==> config.mk <==
export PLATFORM = sky130hd
export DESIGN_NAME = wp_status_ctrl
export DESIGN_NICKNAME = d
export VERILOG_FILES = /design/src/rtl/wpctl_pkg.sv /design/src/rtl/wpctl_ctrl.sv /design/src/rtl/wpctl_dp.sv /design/src/rtl/wp_status_ctrl.sv
export SDC_FILE = /design/constraint.sdc
export NUM_CORES = 1
export LEC_CHECK = 0
export BUFFER_PORTS_ARGS = -buffer_cell sky130_fd_sc_hd__buf_4
export CELL_PAD_IN_SITES_DETAIL_PLACEMENT = 0
export CELL_PAD_IN_SITES_GLOBAL_PLACEMENT = 1
export CORE_MARGIN = 5
export CORE_UTILIZATION = 30
export CTS_CLUSTER_DIAMETER = 50
export DETAILED_ROUTE_END_ITERATION = 10
export GPL_ROUTABILITY_DRIVEN = 0
export PLACE_DENSITY = 0.75
export SLEW_MARGIN = 20
export SYNTH_ARGS = -nofsm -noshare
export SYNTH_HDL_FRONTEND = slang
export SYNTH_SLANG_ARGS = --single-unit
==> constraint.sdc <==
create_clock -name clk -period 2.06 [get_ports clk]
set_input_delay 0.103 -clock clk [delete_from_list [all_inputs] [get_ports clk]]
set_output_delay 0.103 -clock clk [all_outputs]
set_load 0.02 [all_outputs]
==> src/rtl/wpctl_pkg.sv <==
package wpctl_pkg;

  typedef enum logic [2:0] {
    OP_WREN = 3'd0,
    OP_WRDI = 3'd1,
    OP_WRSR = 3'd2,
    OP_PP   = 3'd3,
    OP_SE   = 3'd4,
    OP_BE   = 3'd5,
    OP_CE   = 3'd6,
    OP_RSVD = 3'd7
  } wpOp_e;

  typedef struct packed {
    logic  setWel;
    logic  clrWel;
    logic  wrStatus;
    logic  startBusy;
    wpOp_e kind;
  } wpStrobe_t;

endpackage

==> src/rtl/wpctl_ctrl.sv <==
module wpctl_ctrl
  import wpctl_pkg::*;
#(
  parameter int ADDR_W = 18,
  parameter int BLK_W  = 2
) (
  input  logic              clk,
  input  logic              rstN,
  input  logic              cmdValid,
  input  logic [2:0]        cmdOp,
  input  logic [ADDR_W-1:0] cmdAddr,
  input  logic              wpN,
  input  logic              wel,
  input  logic              wip,
  input  logic              srwd,
  input  logic [1:0]        bp,
  output wpStrobe_t         strb,
  output logic              cmdAccept,
  output logic              cmdReject
);

  localparam int NUM_BLK = 1 << BLK_W;

  wpOp_e             op;
  logic [BLK_W-1:0]  blk;
  logic [BLK_W:0]    lockBase;
  logic              hwLock;
  logic              regionLocked;
  logic              grant;

  assign op     = wpOp_e'(cmdOp);
  assign blk    = cmdAddr[ADDR_W-1 -: BLK_W];
  assign hwLock = srwd & ~wpN;

  // lowest locked block: top quarter-ish, top half, all
  always_comb begin
    case (bp)
      2'd1:    lockBase = (BLK_W+1)'(NUM_BLK - 1);
      2'd2:    lockBase = (BLK_W+1)'(NUM_BLK - 2);
      default: lockBase = '0;
    endcase
  end

  always_comb begin
    if (bp == 2'd0)      regionLocked = 1'b0;
    else if (bp == 2'd3) regionLocked = 1'b1;
    else                 regionLocked = ({1'b0, blk} >= lockBase);
  end

  always_comb begin
    grant = 1'b0;
    strb  = '0;
    strb.kind = op;
    if (cmdValid && !wip) begin
      case (op)
        OP_WREN: begin grant = 1'b1; strb.setWel = 1'b1; end
        OP_WRDI: begin grant = 1'b1; strb.clrWel = 1'b1; end
        OP_WRSR: if (wel && !hwLock) begin
          grant = 1'b1; strb.wrStatus = 1'b1; strb.startBusy = 1'b1;
        end
        OP_PP, OP_SE, OP_BE: if (wel && !regionLocked) begin
          grant = 1'b1; strb.startBusy = 1'b1;
        end
        OP_CE: if (wel && bp == 2'd0) begin
          grant = 1'b1; strb.startBusy = 1'b1;
        end
        default: grant = 1'b0;
      endcase
    end
  end

  always_ff @(posedge clk) begin
    if (!rstN) begin
      cmdAccept <= 1'b0;
      cmdReject <= 1'b0;
    end else begin
      cmdAccept <= cmdValid & grant;
      cmdReject <= cmdValid & ~grant;
    end
  end


  accRejExcl_chk: assert property (@(posedge clk) disable iff (!rstN)
    !(cmdAccept && cmdReject));


  hpmReject_chk: assert property (@(posedge clk) disable iff (!rstN)
    (cmdValid && cmdOp == 3'd2 && srwd && !wpN) |=> cmdReject);


  ceGuard_chk: assert property (@(posedge clk) disable iff (!rstN)
    (cmdValid && cmdOp == 3'd6 && bp != 2'd0) |=> cmdReject);


  busyReject_chk: assert property (@(posedge clk) disable iff (!rstN)
    (cmdValid && wip) |=> cmdReject);


  noWelReject_chk: assert property (@(posedge clk) disable iff (!rstN)
    (cmdValid && !wel && cmdOp >= 3'd2 && cmdOp <= 3'd6) |=> cmdReject);

endmodule

==> src/rtl/wpctl_dp.sv <==
module wpctl_dp
  import wpctl_pkg::*;
#(
  parameter int WRSR_CYC = 16,
  parameter int PP_CYC   = 32,
  parameter int SE_CYC   = 64,
  parameter int BE_CYC   = 128,
  parameter int CE_CYC   = 256
) (
  input  logic       clk,
  input  logic       rstN,
  input  wpStrobe_t  strb,
  input  logic [7:0] wrData,
  output logic       wel,
  output logic       wip,
  output logic       srwd,
  output logic [1:0] bp,
  output logic [7:0] statusReg
);

  localparam int MAX_A = (WRSR_CYC > PP_CYC) ? WRSR_CYC : PP_CYC;
  localparam int MAX_B = (SE_CYC > BE_CYC) ? SE_CYC : BE_CYC;
  localparam int MAX_C = (MAX_A > MAX_B) ? MAX_A : MAX_B;
  localparam int MAXC  = (MAX_C > CE_CYC) ? MAX_C : CE_CYC;
  localparam int CNT_W = $clog2(MAXC + 1);

  logic [CNT_W-1:0] cnt;
  logic [CNT_W-1:0] loadVal;

  always_comb begin
    case (strb.kind)
      OP_WRSR: loadVal = CNT_W'(WRSR_CYC - 1);
      OP_PP:   loadVal = CNT_W'(PP_CYC - 1);
      OP_SE:   loadVal = CNT_W'(SE_CYC - 1);
      OP_BE:   loadVal = CNT_W'(BE_CYC - 1);
      default: loadVal = CNT_W'(CE_CYC - 1);
    endcase
  end

  always_ff @(posedge clk) begin
    if (!rstN) begin
      wel  <= 1'b0;
      wip  <= 1'b0;
      srwd <= 1'b0;
      bp   <= 2'b00;
      cnt  <= '0;
    end else begin
      if (wip) begin
        if (cnt == '0) begin
          wip <= 1'b0;
          wel <= 1'b0;
        end else begin
          cnt <= cnt - 1'b1;
        end
      end
      if (strb.setWel) wel <= 1'b1;
      if (strb.clrWel) wel <= 1'b0;
      if (strb.wrStatus) begin
        srwd <= wrData[7];
        bp   <= wrData[3:2];
      end
      if (strb.startBusy) begin
        wip <= 1'b1;
        cnt <= loadVal;
      end
    end
  end

  assign statusReg = {srwd, 3'b000, bp, wel, wip};


  busyStart_chk: assert property (@(posedge clk) disable iff (!rstN)
    strb.startBusy |=> wip);


  welClear_chk: assert property (@(posedge clk) disable iff (!rstN)
    $fell(wip) |-> !wel);


  statusHold_chk: assert property (@(posedge clk) disable iff (!rstN)
    !strb.wrStatus |=> ($stable(srwd) && $stable(bp)));

endmodule

==> src/rtl/wp_status_ctrl.sv <==
module wp_status_ctrl
  import wpctl_pkg::*;
#(
  parameter int ADDR_W   = 18,
  parameter int BLK_W    = 2,
  parameter int WRSR_CYC = 16,
  parameter int PP_CYC   = 32,
  parameter int SE_CYC   = 64,
  parameter int BE_CYC   = 128,
  parameter int CE_CYC   = 256
) (
  input  logic              clk,
  input  logic              rstN,
  input  logic              cmdValid,
  input  logic [2:0]        cmdOp,
  input  logic [ADDR_W-1:0] cmdAddr,
  input  logic [7:0]        wrData,
  input  logic              wpN,
  output logic [7:0]        statusReg,
  output logic              cmdAccept,
  output logic              cmdReject
);

  wpStrobe_t  strb;
  logic       wel;
  logic       wip;
  logic       srwd;
  logic [1:0] bp;

  wpctl_ctrl #(.ADDR_W(ADDR_W), .BLK_W(BLK_W)) ctrl_i (
    .clk(clk), .rstN(rstN), .cmdValid(cmdValid), .cmdOp(cmdOp),
    .cmdAddr(cmdAddr), .wpN(wpN), .wel(wel), .wip(wip), .srwd(srwd),
    .bp(bp), .strb(strb), .cmdAccept(cmdAccept), .cmdReject(cmdReject)
  );

  wpctl_dp #(
    .WRSR_CYC(WRSR_CYC), .PP_CYC(PP_CYC), .SE_CYC(SE_CYC),
    .BE_CYC(BE_CYC), .CE_CYC(CE_CYC)
  ) dp_i (
    .clk(clk), .rstN(rstN), .strb(strb), .wrData(wrData),
    .wel(wel), .wip(wip), .srwd(srwd), .bp(bp), .statusReg(statusReg)
  );

endmodule

==> results of run 1 <==
through the flow:
stage	hold slack [ns]	cells	power [mW]
after floorplan	0.219	121	0.379
after global placement	0.336	183	0.404
after detailed placement	0.347	183	0.405
after CTS	0.0260	187	0.584
after global routing	0.0305	188	0.603
final	0.0356	188	0.574
final cells by class:
type,instances,share of cell area
Multi-Input combinational cell,86,0.512
Sequential cell,16,0.245
Timing Repair Buffer,26,0.149
Tap cell,46,0.0430
Inverter,10,0.0318
Clock buffer,3,0.0168
Clock inverter,1,0.00280
timing repair:
action	in CTS	in global routing
endpoints found under the setup margin	10	10
gates resized for setup	1	10
setup buffers	0	1
pin swaps	4	1
synth_stat cells (all sizes together):
| master | number | share of area |
|---|---|---|
| ha | 6 | 0.073 |
| clkbuf | 1 | 0.0037 |
| and2 | 2 | 0.015 |
| o21ai | 8 | 0.043 |
| dfxtp | 16 | 0.31 |
| and4 | 1 | 0.0098 |
| nand2 | 6 | 0.022 |
| mux2 | 2 | 0.022 |
| a21oi | 9 | 0.044 |
| nand4b | 1 | 0.0085 |
| mux2i | 4 | 0.039 |
| a211oi | 2 | 0.015 |
| or2 | 2 | 0.012 |
| nor3 | 3 | 0.020 |
| or3b | 1 | 0.0085 |
| and4bb | 1 | 0.012 |
| o311a | 1 | 0.0098 |
| nor4 | 1 | 0.0061 |
| o41ai | 1 | 0.0085 |
| or4b | 2 | 0.020 |
| inv | 10 | 0.037 |
| o31ai | 1 | 0.0073 |
| nor4b | 1 | 0.0085 |
| nand2b | 5 | 0.030 |
| a31oi | 1 | 0.0061 |
| a2111oi | 1 | 0.027 |
| conb | 1 | 0.0037 |
| buf | 8 | 0.066 |
| nor2 | 12 | 0.044 |
| o21a | 1 | 0.0073 |
| or4 | 2 | 0.015 |
| nor2b | 1 | 0.0061 |
| xnor2 | 4 | 0.034 |
| and3 | 1 | 0.0061 |
kinds of logic after synthesis:
logic type,count (synthesis),synth area share
other cells,1,0.00366
flops,16,0.312
mux,6,0.0610
xor+xnor,4,0.0341
compound gates,25,0.167
buf+inv,19,0.106
fa+ha+maj,6,0.0732
simple gates,42,0.243
critical path, cell delays in order (launching register included):
cell and delay, ns:
dfxtp_4 0.37, inv_4 0.04, ha_4 0.25, inv_2 0.04
ha_4 0.23, a2111oi_4 0.38, nor3_2 0.09, or2_4 0.28
o311a_1 0.29
flip-flops by register name (all words and copies together), names as in the netlist:
register	cells
ctrl_i.cmdAccept	1
dp_i.srwd	1
ctrl_i.cmdReject	1
dp_i.wel	1
dp_i.wip	1
dp_i.bp	2
dp_i.cnt	9
metal layers:
layer,wire (µm),part of all wire,up-vias
met5,0,0,-
met4,0,0,0
met3,162,0.073,0
met2,964,0.43,22
met1,1110,0.50,397
li1,-,-,452
where the power goes:
part | switching, mW | internal, mW | leakage [nW]
Clock | 0.104 | 0.0705 | 0.0154
Sequential | 0.00360 | 0.312 | 0.131
Combinational | 0.0440 | 0.0405 | 0.415
worst max-delay path by stage:
stage | cells after the start | slack [ns] | end
3_3_place_gp | 8 | -0.02 | dp_i.cnt[6]
3_5_place_dp | 8 | -0.03 | dp_i.cnt[6]
5_1_grt | 8 | -0.10 | dp_i.cnt[6]
2_1_floorplan | 9 | -0.09 | dp_i.cnt[6]
6_report | 8 | -0.009 | dp_i.cnt[6]
4_1_cts | 8 | -0.03 | dp_i.cnt[6]
==> out/results.tsv, run 1 <==
stage	metric	value	unit
layout	nets	182	
die	die footprint	0.00469	mm²
timing	unrepaired setup endpoints after global routing	true	
worst_setup_path	WP data arrival	2.25	ns
grt	Top Usage Layer GRT	met2	
logic_synthesis	Yosys warning count	0	
logic_synthesis	Syn Inst Count	119	
worst_setup_path	Crit Path Category	flop to flop	
logic_synthesis	Yosys reg bits	16	
timing	clk_skew	0.00365	ns
layout	final core utilization	0.401	
clock_network	Worst-Skew Late Latency	0.29	ns
grt	met2 global-route usage	0.161	
detailed_routing	Routed WL per cell	11.9	µm
pwr	leakage power	0.561	nW
detailed_routing	Initial DRC Count	27	
timing	fmax	483	MHz
placed_design	Post-DP HPWL	1.77	mm
grt	routing usage on met1	0.149	
hold_path	Worst Hold Path Cells	3	
run	Max-cap violations	0	
layout	# diodes	0	
layout	# fillers	353	
detailed_routing	DRT Wirelength	2.23	mm
detailed_routing	First-pass DRT Iterations	4	
clock_network	CTS clk-pin slew, worst paths	0.10	ns
clock_network	CTS max path bufs	2	
worst_setup_path	reg2reg end	dp_i.cnt[6]	
placed_design	Port Buffers	18	
pwr	Worst VDD drop	0.284	mV
grt	first-pass GRT wire length	3.84	mm
layout	layout cells sized above 1	0.394	
timing	minimum clock period	2.07	ns
hold_path	worst min-delay path class	input pin to flop	
outcome	status	finished, violations left	
logic_synthesis	Netlist cell types	41	
outcome	violated checks	setup timing	
worst_setup_path	R2R depth	8	
clock_network	TritonCTS clock tree	built	
timing	Hold Fails Final Rpt	0	
detailed_routing	via count	871	
worst_setup_path	reg2reg setup slack	-0.009	ns
placed_design	Placement Cell Area	0.00126	mm²
layout	post-route cell area	0.00134	mm²
logic_synthesis	average cell area after synthesis	8.62	µm²
die	Core Area	0.00334	mm²
grt	largest net degree at the start of global routing	12	
grt	initial antenna violation count	0	
hold_path	Hold EP	dp_i.bp[1]	
clock_network	clock buffer count from CTS	3	
worst_setup_path	RR Startpoint	dp_i.bp[1]	
placed_design	Setup WS pre-CTS	-0.0328	ns
detailed_routing	ANT nets after route	0	
detailed_routing	Residual DRC	0	
die	Placement Rows	21	
layout	Register Area	328	µm²
die	I/O pin total	43	
grt	GRT overflow	0	
detailed_routing	routed vias/inst	4.63	
layout	synthesis-to-layout area growth	30.5	%
layout	commonest non-fill, non-tap cell in the layout	buf_4	
worst_setup_path	Critical Path Sink Type	flop	
die	Starting Density	0.307	
layout	commonest cells after routing, fill and taps aside	25 x buf_4, 14 x dfxtp_1, 12 x nor2_1	
worst_setup_path	CP startpoint kind	flop	
worst_setup_path	CP max FO	4	
worst_setup_path	Worst Path Required	2.25	ns
timing	Slew Limit Fails	0	
clock_network	root buffer cell	clkbuf_4	
timing	post-route setup TNS	-0.00934	ns
clock_network	Post-CTS Hold Buffers	0	
layout	area of the multi-input gates	686	µm²
grt	vias in the first global route	824	
logic_synthesis	mapped cell area	0.00103	mm²
pwr	P per Cell Area	428	mW/mm²
timing	final worst-path cycle share	1.00	
hold_path	hold path start	wrData[3]	
timing	final setup fails	1	
die	Die X	68.5	µm
worst_setup_path	crit path from	dp_i.bp[1]	
grt	GRT Util Overall	0.108	
clock_network	htree depth	1	
clock_network	CTS Sinks	16	
timing	setup ws final	-0.00934	ns
die	Chip Height	68.5	µm
grt	GR Layer Usage met3	0.0378	
logic_synthesis	sequential area share after synthesis	0.312	
Note: power is estimated with default switching activity, not from simulation.
==> inputs of run 2 (changes only) <==
Settings changed: CORE_UTILIZATION 30 to 32, CTS_BUF_LIST set to sky130_fd_sc_hd__clkbuf_4 sky130_fd_sc_hd__clkbuf_8, PLACE_DENSITY 0.75 to 0.79.
==> out/results.tsv, run 2 (synthesis gave the netlist of run 1 again) <==
stage	metric	value	unit	change
outcome	status	finished, violations left		unchanged
outcome	violated checks	setup timing		unchanged
pwr	P per Cell Area	426	mW/mm²	was 428 mW/mm²
timing	clk_skew	0.00204	ns	was 0.00365 ns
detailed_routing	routed vias/inst	4.78		was 4.63
pwr	internal power	0.424	mW	was 0.423 mW
detailed_routing	ANT nets after route	0		unchanged
detailed_routing	First-pass DRT Iterations	4		unchanged
layout	layout cells sized above 1	0.426		was 0.394
layout	Top Registers	dp_i.cnt: 9 flops, dp_i.bp: 2 flops		unchanged
die	Die X	66.6	µm	was 68.5 µm
detailed_routing	via count	885		was 871
layout	nets	181		was 182
detailed_routing	Routed WL per cell	12.7	µm	was 11.9 µm
timing	unrepaired setup endpoints after global routing	true		unchanged
layout	Largest register FFs	9		unchanged
worst_setup_path	crit path max-delay cell type	a2111oi_4		unchanged
clock_network	root buffer cell	clkbuf_4		unchanged
die	Core Area	0.00305	mm²	was 0.00334 mm²
layout	final std cells w/o fill	185		was 188
timing	minimum clock period	2.07	ns	about the same
hold_path	worst min-delay path class	input pin to flop		unchanged
worst_setup_path	CP startpoint kind	flop		unchanged
placed_design	Setup WS pre-CTS	-0.0346	ns	was -0.0328 ns
timing	final worst-path cycle share	1.00		about the same
detailed_routing	DRT Wirelength	2.36	mm	was 2.23 mm
pwr	switching pwr	0.148	mW	was 0.151 mW
timing	post-route setup TNS	-0.00977	ns	was -0.00934 ns
worst_setup_path	Worst Path Required	2.24	ns	was 2.25 ns
grt	GRT overflow	0		unchanged
placed_design	Port Buffers	18		unchanged
worst_setup_path	Crit path largest cell delay	0.40	ns	was 0.38 ns
pwr	leakage power	0.553	nW	was 0.561 nW
worst_setup_path	CP max FO	4		unchanged
worst_setup_path	Critical Path Sink Type	flop		unchanged
worst_setup_path	Crit Path Category	flop to flop		unchanged
run	Max-cap violations	0		unchanged
die	Placement Rows	20		was 21
timing	Hold Fails Final Rpt	0		unchanged
grt	vias in the first global route	874		was 824
grt	first-pass GRT wire length	4.07	mm	was 3.84 mm
worst_setup_path	Top delay family on crit path	compound AO/OA/AOI/OAI gates		unchanged
clock_network	clock buffer count from CTS	3		unchanged
detailed_routing	Initial DRC Count	71		was 27
timing	Slew Limit Fails	0		unchanged
grt	initial antenna violation count	0		unchanged
worst_setup_path	cells along the critical path	inv_4 > ha_4 > ha_4 > nand2b_4 > a2111oi_4 > nor3_2 > or2_4 > o311a_1		was inv_4 > ha_4 > inv_2 > ha_4 > a2111oi_4 > nor3_2 > or2_4 > o311a_1
die	Chip Height	66.6	µm	was 68.5 µm
layout	synthesis-to-layout area growth	30.9	%	was 30.5%
layout	commonest non-fill, non-tap cell in the layout	buf_4		unchanged
pwr	sw frac	0.259		was 0.263
worst_setup_path	Crit path top cell by count	ha_4		unchanged
pwr	Comb power frac	0.155		was 0.147
clock_network	Worst-Skew Late Latency	0.28	ns	was 0.29 ns
layout	Top reg by flops	dp_i.cnt		unchanged
detailed_routing	Residual DRC	0		unchanged
die	Starting Density	0.336		was 0.307
clock_network	TritonCTS clock tree	built		unchanged
pwr	Clk pwr share	0.293		was 0.303
layout	commonest cells after routing, fill and taps aside	25 x buf_4, 14 x dfxtp_1, 12 x nor2_1		unchanged
timing	fmax	483	MHz	about the same
grt	largest net degree at the start of global routing	12		unchanged
clock_network	htree depth	1		unchanged
die	die footprint	0.00444	mm²	was 0.00469 mm²
die	I/O pin total	43		unchanged
clock_network	CTS clk-pin slew, worst paths	0.09	ns	was 0.10 ns
clock_network	CTS Sinks	16		unchanged
worst_setup_path	buffer and inverter count on the worst path	1		was 2
worst_setup_path	WP data arrival	2.25	ns	about the same
grt	GRT Util Overall	0.118		was 0.108
pwr	Worst VDD drop	0.134	mV	was 0.284 mV
layout	# diodes	0		unchanged
timing	setup ws final	-0.00977	ns	was -0.00934 ns
placed_design	Placed Instances	181		was 183
clock_network	CTS max path bufs	2		unchanged
pwr	sequential power share	0.552		was 0.549
timing	final setup fails	1		unchanged
placed_design	Post-DP HPWL	1.80	mm	was 1.77 mm
run 2: through the flow:
step	util	hold slack (ns)	power [mW]	area [µm²]
floorplan	-	0.219	0.379	1090
global placement	0.414	0.331	0.404	1260
detailed placement	0.414	0.349	0.406	1260
CTS	0.429	0.0383	0.578	1310
global route	0.440	0.0377	0.610	1340
finish	0.440	0.0470	0.572	1340
run 2: cell type report:
type,instances,area (µm²)
Fill cell,316,1710
Tap cell,44,55.1
Inverter,10,40.0
Clock inverter,1,3.75
Clock buffer,3,22.5
Sequential cell,16,328
Timing Repair Buffer,25,188
Multi-Input combinational cell,86,706
run 2: worst min-delay path: stages:
cell and delay (ns):
buf_4 0.11, nand2_1 0.05, a21oi_1 0.03
run 2: power groups by stage:
| stage | registers (mW) | clock network [mW] | logic (mW) |
|---|---|---|---|
| floorplan | 0.324 | 0 | 0.0547 |
| global placement | 0.322 | 0 | 0.0815 |
| detailed placement | 0.323 | 0 | 0.0837 |
| CTS | 0.315 | 0.177 | 0.0848 |
| global route | 0.317 | 0.196 | 0.0975 |
| finish | 0.316 | 0.168 | 0.0885 |
run 2: metal layers:
metal,routed length [µm],up-vias,share of wire,global-route usage
li1,-,450,-,-
met1,1120,415,0.48,0.150
met2,1140,18,0.48,0.198
met3,77,2,0.033,0.0185
met4,16,0,0.0068,0.0457
met5,0,-,0,0
run 2: what timing repair did:
item	4_1_cts	5_1_grt
endpoints found under the setup margin	7	12
pin swaps	3	0
buffers inserted	0	0
hold buffers	0	0
gates resized for setup	3	10
cloned	0	0
run 2: final timing paths:
kind | cells past startpoint | start | to | slack, ns
worst min-delay path | 3 | cmdValid | ctrl_i.cmdReject | 0.05
worst max register to register | 8 | dp_i.bp[1] | dp_i.cnt[6] | -0.01
worst max-delay path | 8 | dp_i.bp[1] | dp_i.cnt[6] | -0.01
worst min register to register | 2 | dp_i.srwd | dp_i.srwd | 0.54
==> inputs of run 3 (changes only) <==
Settings changed: REMOVE_ABC_BUFFERS set to 1.
==> out/results.tsv, run 3 (synthesis gave the netlist of run 1 again) <==
stage	metric	value	unit	change
timing	Slew Limit Fails	0		unchanged
layout	# diodes	0		unchanged
layout	Top reg by flops	dp_i.cnt		unchanged
layout	nets	181		unchanged
pwr	P per Cell Area	463	mW/mm²	was 426 mW/mm²
layout	synthesis-to-layout area growth	30.4	%	was 30.9%
worst_setup_path	buffer and inverter count on the worst path	1		unchanged
detailed_routing	Initial DRC Count	39		was 71
detailed_routing	via count	908		was 885
grt	GRT Util Overall	0.112		was 0.118
clock_network	clock buffer count from CTS	3		unchanged
grt	first-pass GRT wire length	3.77	mm	was 4.07 mm
layout	Largest register FFs	9		unchanged
layout	commonest cells after routing, fill and taps aside	24 x buf_4, 14 x dfxtp_1, 12 x nor2_1		was 25 x buf_4, 14 x dfxtp_1, 12 x nor2_1
pwr	Clk pwr share	0.346		was 0.293
pwr	Pwr Total	0.619	mW	was 0.572 mW
outcome	status	finished, violations left		unchanged
timing	setup ws final	-0.0566	ns	was -0.00977 ns
worst_setup_path	cells along the critical path	inv_2 > ha_4 > ha_4 > nand2b_4 > a2111oi_4 > nor3_2 > or2_4 > o311a_1		was inv_4 > ha_4 > ha_4 > nand2b_4 > a2111oi_4 > nor3_2 > or2_4 > o311a_1
clock_network	root buffer cell	clkbuf_4		unchanged
worst_setup_path	Crit Path Category	flop to flop		unchanged
outcome	violated checks	setup timing		unchanged
grt	initial antenna violation count	0		unchanged
placed_design	Post-DP HPWL	1.73	mm	was 1.80 mm
timing	minimum clock period	2.12	ns	was 2.07 ns
timing	post-route setup TNS	-0.107	ns	was -0.00977 ns
clock_network	CTS clk-pin slew, worst paths	0.10	ns	was 0.09 ns
clock_network	TritonCTS clock tree	built		unchanged
clock_network	Post-CTS Hold Buffers	0		unchanged
die	Core Area	0.00305	mm²	unchanged
clock_network	htree depth	1		unchanged
pwr	switching pwr	0.155	mW	was 0.148 mW
pwr	sw frac	0.250		was 0.259
pwr	Worst VDD drop	0.323	mV	was 0.134 mV
worst_setup_path	Crit path largest cell delay	0.38	ns	was 0.40 ns
die	Die X	66.6	µm	unchanged
clock_network	CTS Sinks	16		unchanged
detailed_routing	Routed WL per cell	12.4	µm	was 12.7 µm
worst_setup_path	crit path max-delay cell type	a2111oi_4		unchanged
pwr	sequential power share	0.514		was 0.552
timing	fmax	472	MHz	was 483 MHz
grt	largest net degree at the start of global routing	12		unchanged
worst_setup_path	Critical Path Sink Type	flop		unchanged
clock_network	Worst-Skew Late Latency	0.30	ns	was 0.28 ns
timing	Hold Fails Final Rpt	0		unchanged
timing	final worst-path cycle share	1.03		was 1.00
detailed_routing	DRT Wirelength	2.29	mm	was 2.36 mm
detailed_routing	ANT nets after route	0		unchanged
layout	commonest non-fill, non-tap cell in the layout	buf_4		unchanged
die	die footprint	0.00444	mm²	unchanged
grt	GRT overflow	0		unchanged
die	Chip Height	66.6	µm	unchanged
pwr	leakage power	0.558	nW	was 0.553 nW
worst_setup_path	CP startpoint kind	flop		unchanged
placed_design	Port Buffers	18		unchanged
clock_network	CTS max path bufs	2		unchanged
worst_setup_path	Crit path top cell by count	ha_4		unchanged
worst_setup_path	WP data arrival	2.30	ns	was 2.25 ns
run	Max-cap violations	0		unchanged
timing	unrepaired setup endpoints after global routing	true		unchanged
timing	final setup fails	2		was 1
hold_path	worst min-delay path class	input pin to flop		unchanged
die	Starting Density	0.336		unchanged
layout	Top Registers	dp_i.cnt: 9 flops, dp_i.bp: 2 flops		unchanged
pwr	Comb power frac	0.141		was 0.155
layout	layout cells sized above 1	0.404		was 0.426
die	Placement Rows	20		unchanged
detailed_routing	First-pass DRT Iterations	4		unchanged
detailed_routing	Residual DRC	0		unchanged
timing	clk_skew	0.0123	ns	was 0.00204 ns
grt	vias in the first global route	864		was 874
detailed_routing	routed vias/inst	4.91		was 4.78
worst_setup_path	Top delay family on crit path	compound AO/OA/AOI/OAI gates		unchanged
die	I/O pin total	43		unchanged
pwr	internal power	0.464	mW	was 0.424 mW
worst_setup_path	Worst Path Required	2.24	ns	about the same
worst_setup_path	CP max FO	4		unchanged
-- run 3: what timing repair did --
action                     in CTS  in global routing
resized for setup               9                 11
pin swaps                       5                  5
setup buffers                   1                  1
setup endpoints to repair      10                 13
-- run 3: worst register-to-register path: stages, from the launching register on --
cell	delay [ns]
dfxtp_2	0.35
inv_2	0.06
ha_4	0.16
ha_4	0.23
nand2b_4	0.14
a2111oi_4	0.38
nor3_2	0.09
or2_4	0.28
o311a_1	0.33
-- run 3: cell type report --
| cell class | instances | area [µm²] |
|---|---|---|
| fillers | 317 | 1720 |
| multi-input cells | 86 | 694 |
| flip-flops and latches | 16 | 323 |
| repair buffers | 25 | 191 |
| well taps | 44 | 55.1 |
| inverters | 10 | 37.5 |
| clock buffers | 4 | 36.3 |
-- run 3: stage by stage --
stage | instance area [µm²] | setup slack [ns] | hold slack [ns] | std cells | utilization
4_1_cts | 1270 | -0.0303 | 0.0293 | 184 | 0.418
3_3_place_gp | 1190 | -0.0978 | 0.333 | 179 | 0.390
3_5_place_dp | 1190 | -0.172 | 0.348 | 179 | 0.390
5_1_grt | 1340 | -0.165 | 0.0368 | 185 | 0.438
6_report | 1340 | -0.0566 | 0.0282 | 185 | 0.438
2_1_floorplan | 962 | -0.311 | 0.219 | 112 | -
-- run 3: power groups by stage --
| stage | combinational (mW) | clock, mW | sequential (mW) |
|---|---|---|---|
| floorplan | 0.0403 | 0 | 0.328 |
| global placement | 0.0775 | 0 | 0.325 |
| detailed placement | 0.0787 | 0 | 0.325 |
| CTS | 0.0828 | 0.219 | 0.318 |
| global route | 0.0962 | 0.235 | 0.319 |
| finish | 0.0871 | 0.214 | 0.318 |
-- run 3: per-layer routing --
metal  wire length (µm)  track usage
met1               1060        0.142
met2               1060        0.172
met3                144       0.0337
met4                 27       0.0482
met5                  0            0
-- run 3: path summary, 6_finish.rpt --
path	from	endpoint	slack, ns	cells past startpoint
worst min register to register	dp_i.srwd	dp_i.srwd	0.55	2
worst max register to register	dp_i.bp[1]	dp_i.cnt[6]	-0.06	8
worst max-delay path	dp_i.bp[1]	dp_i.cnt[6]	-0.06	8
worst min-delay path	cmdValid	ctrl_i.cmdReject	0.03	3
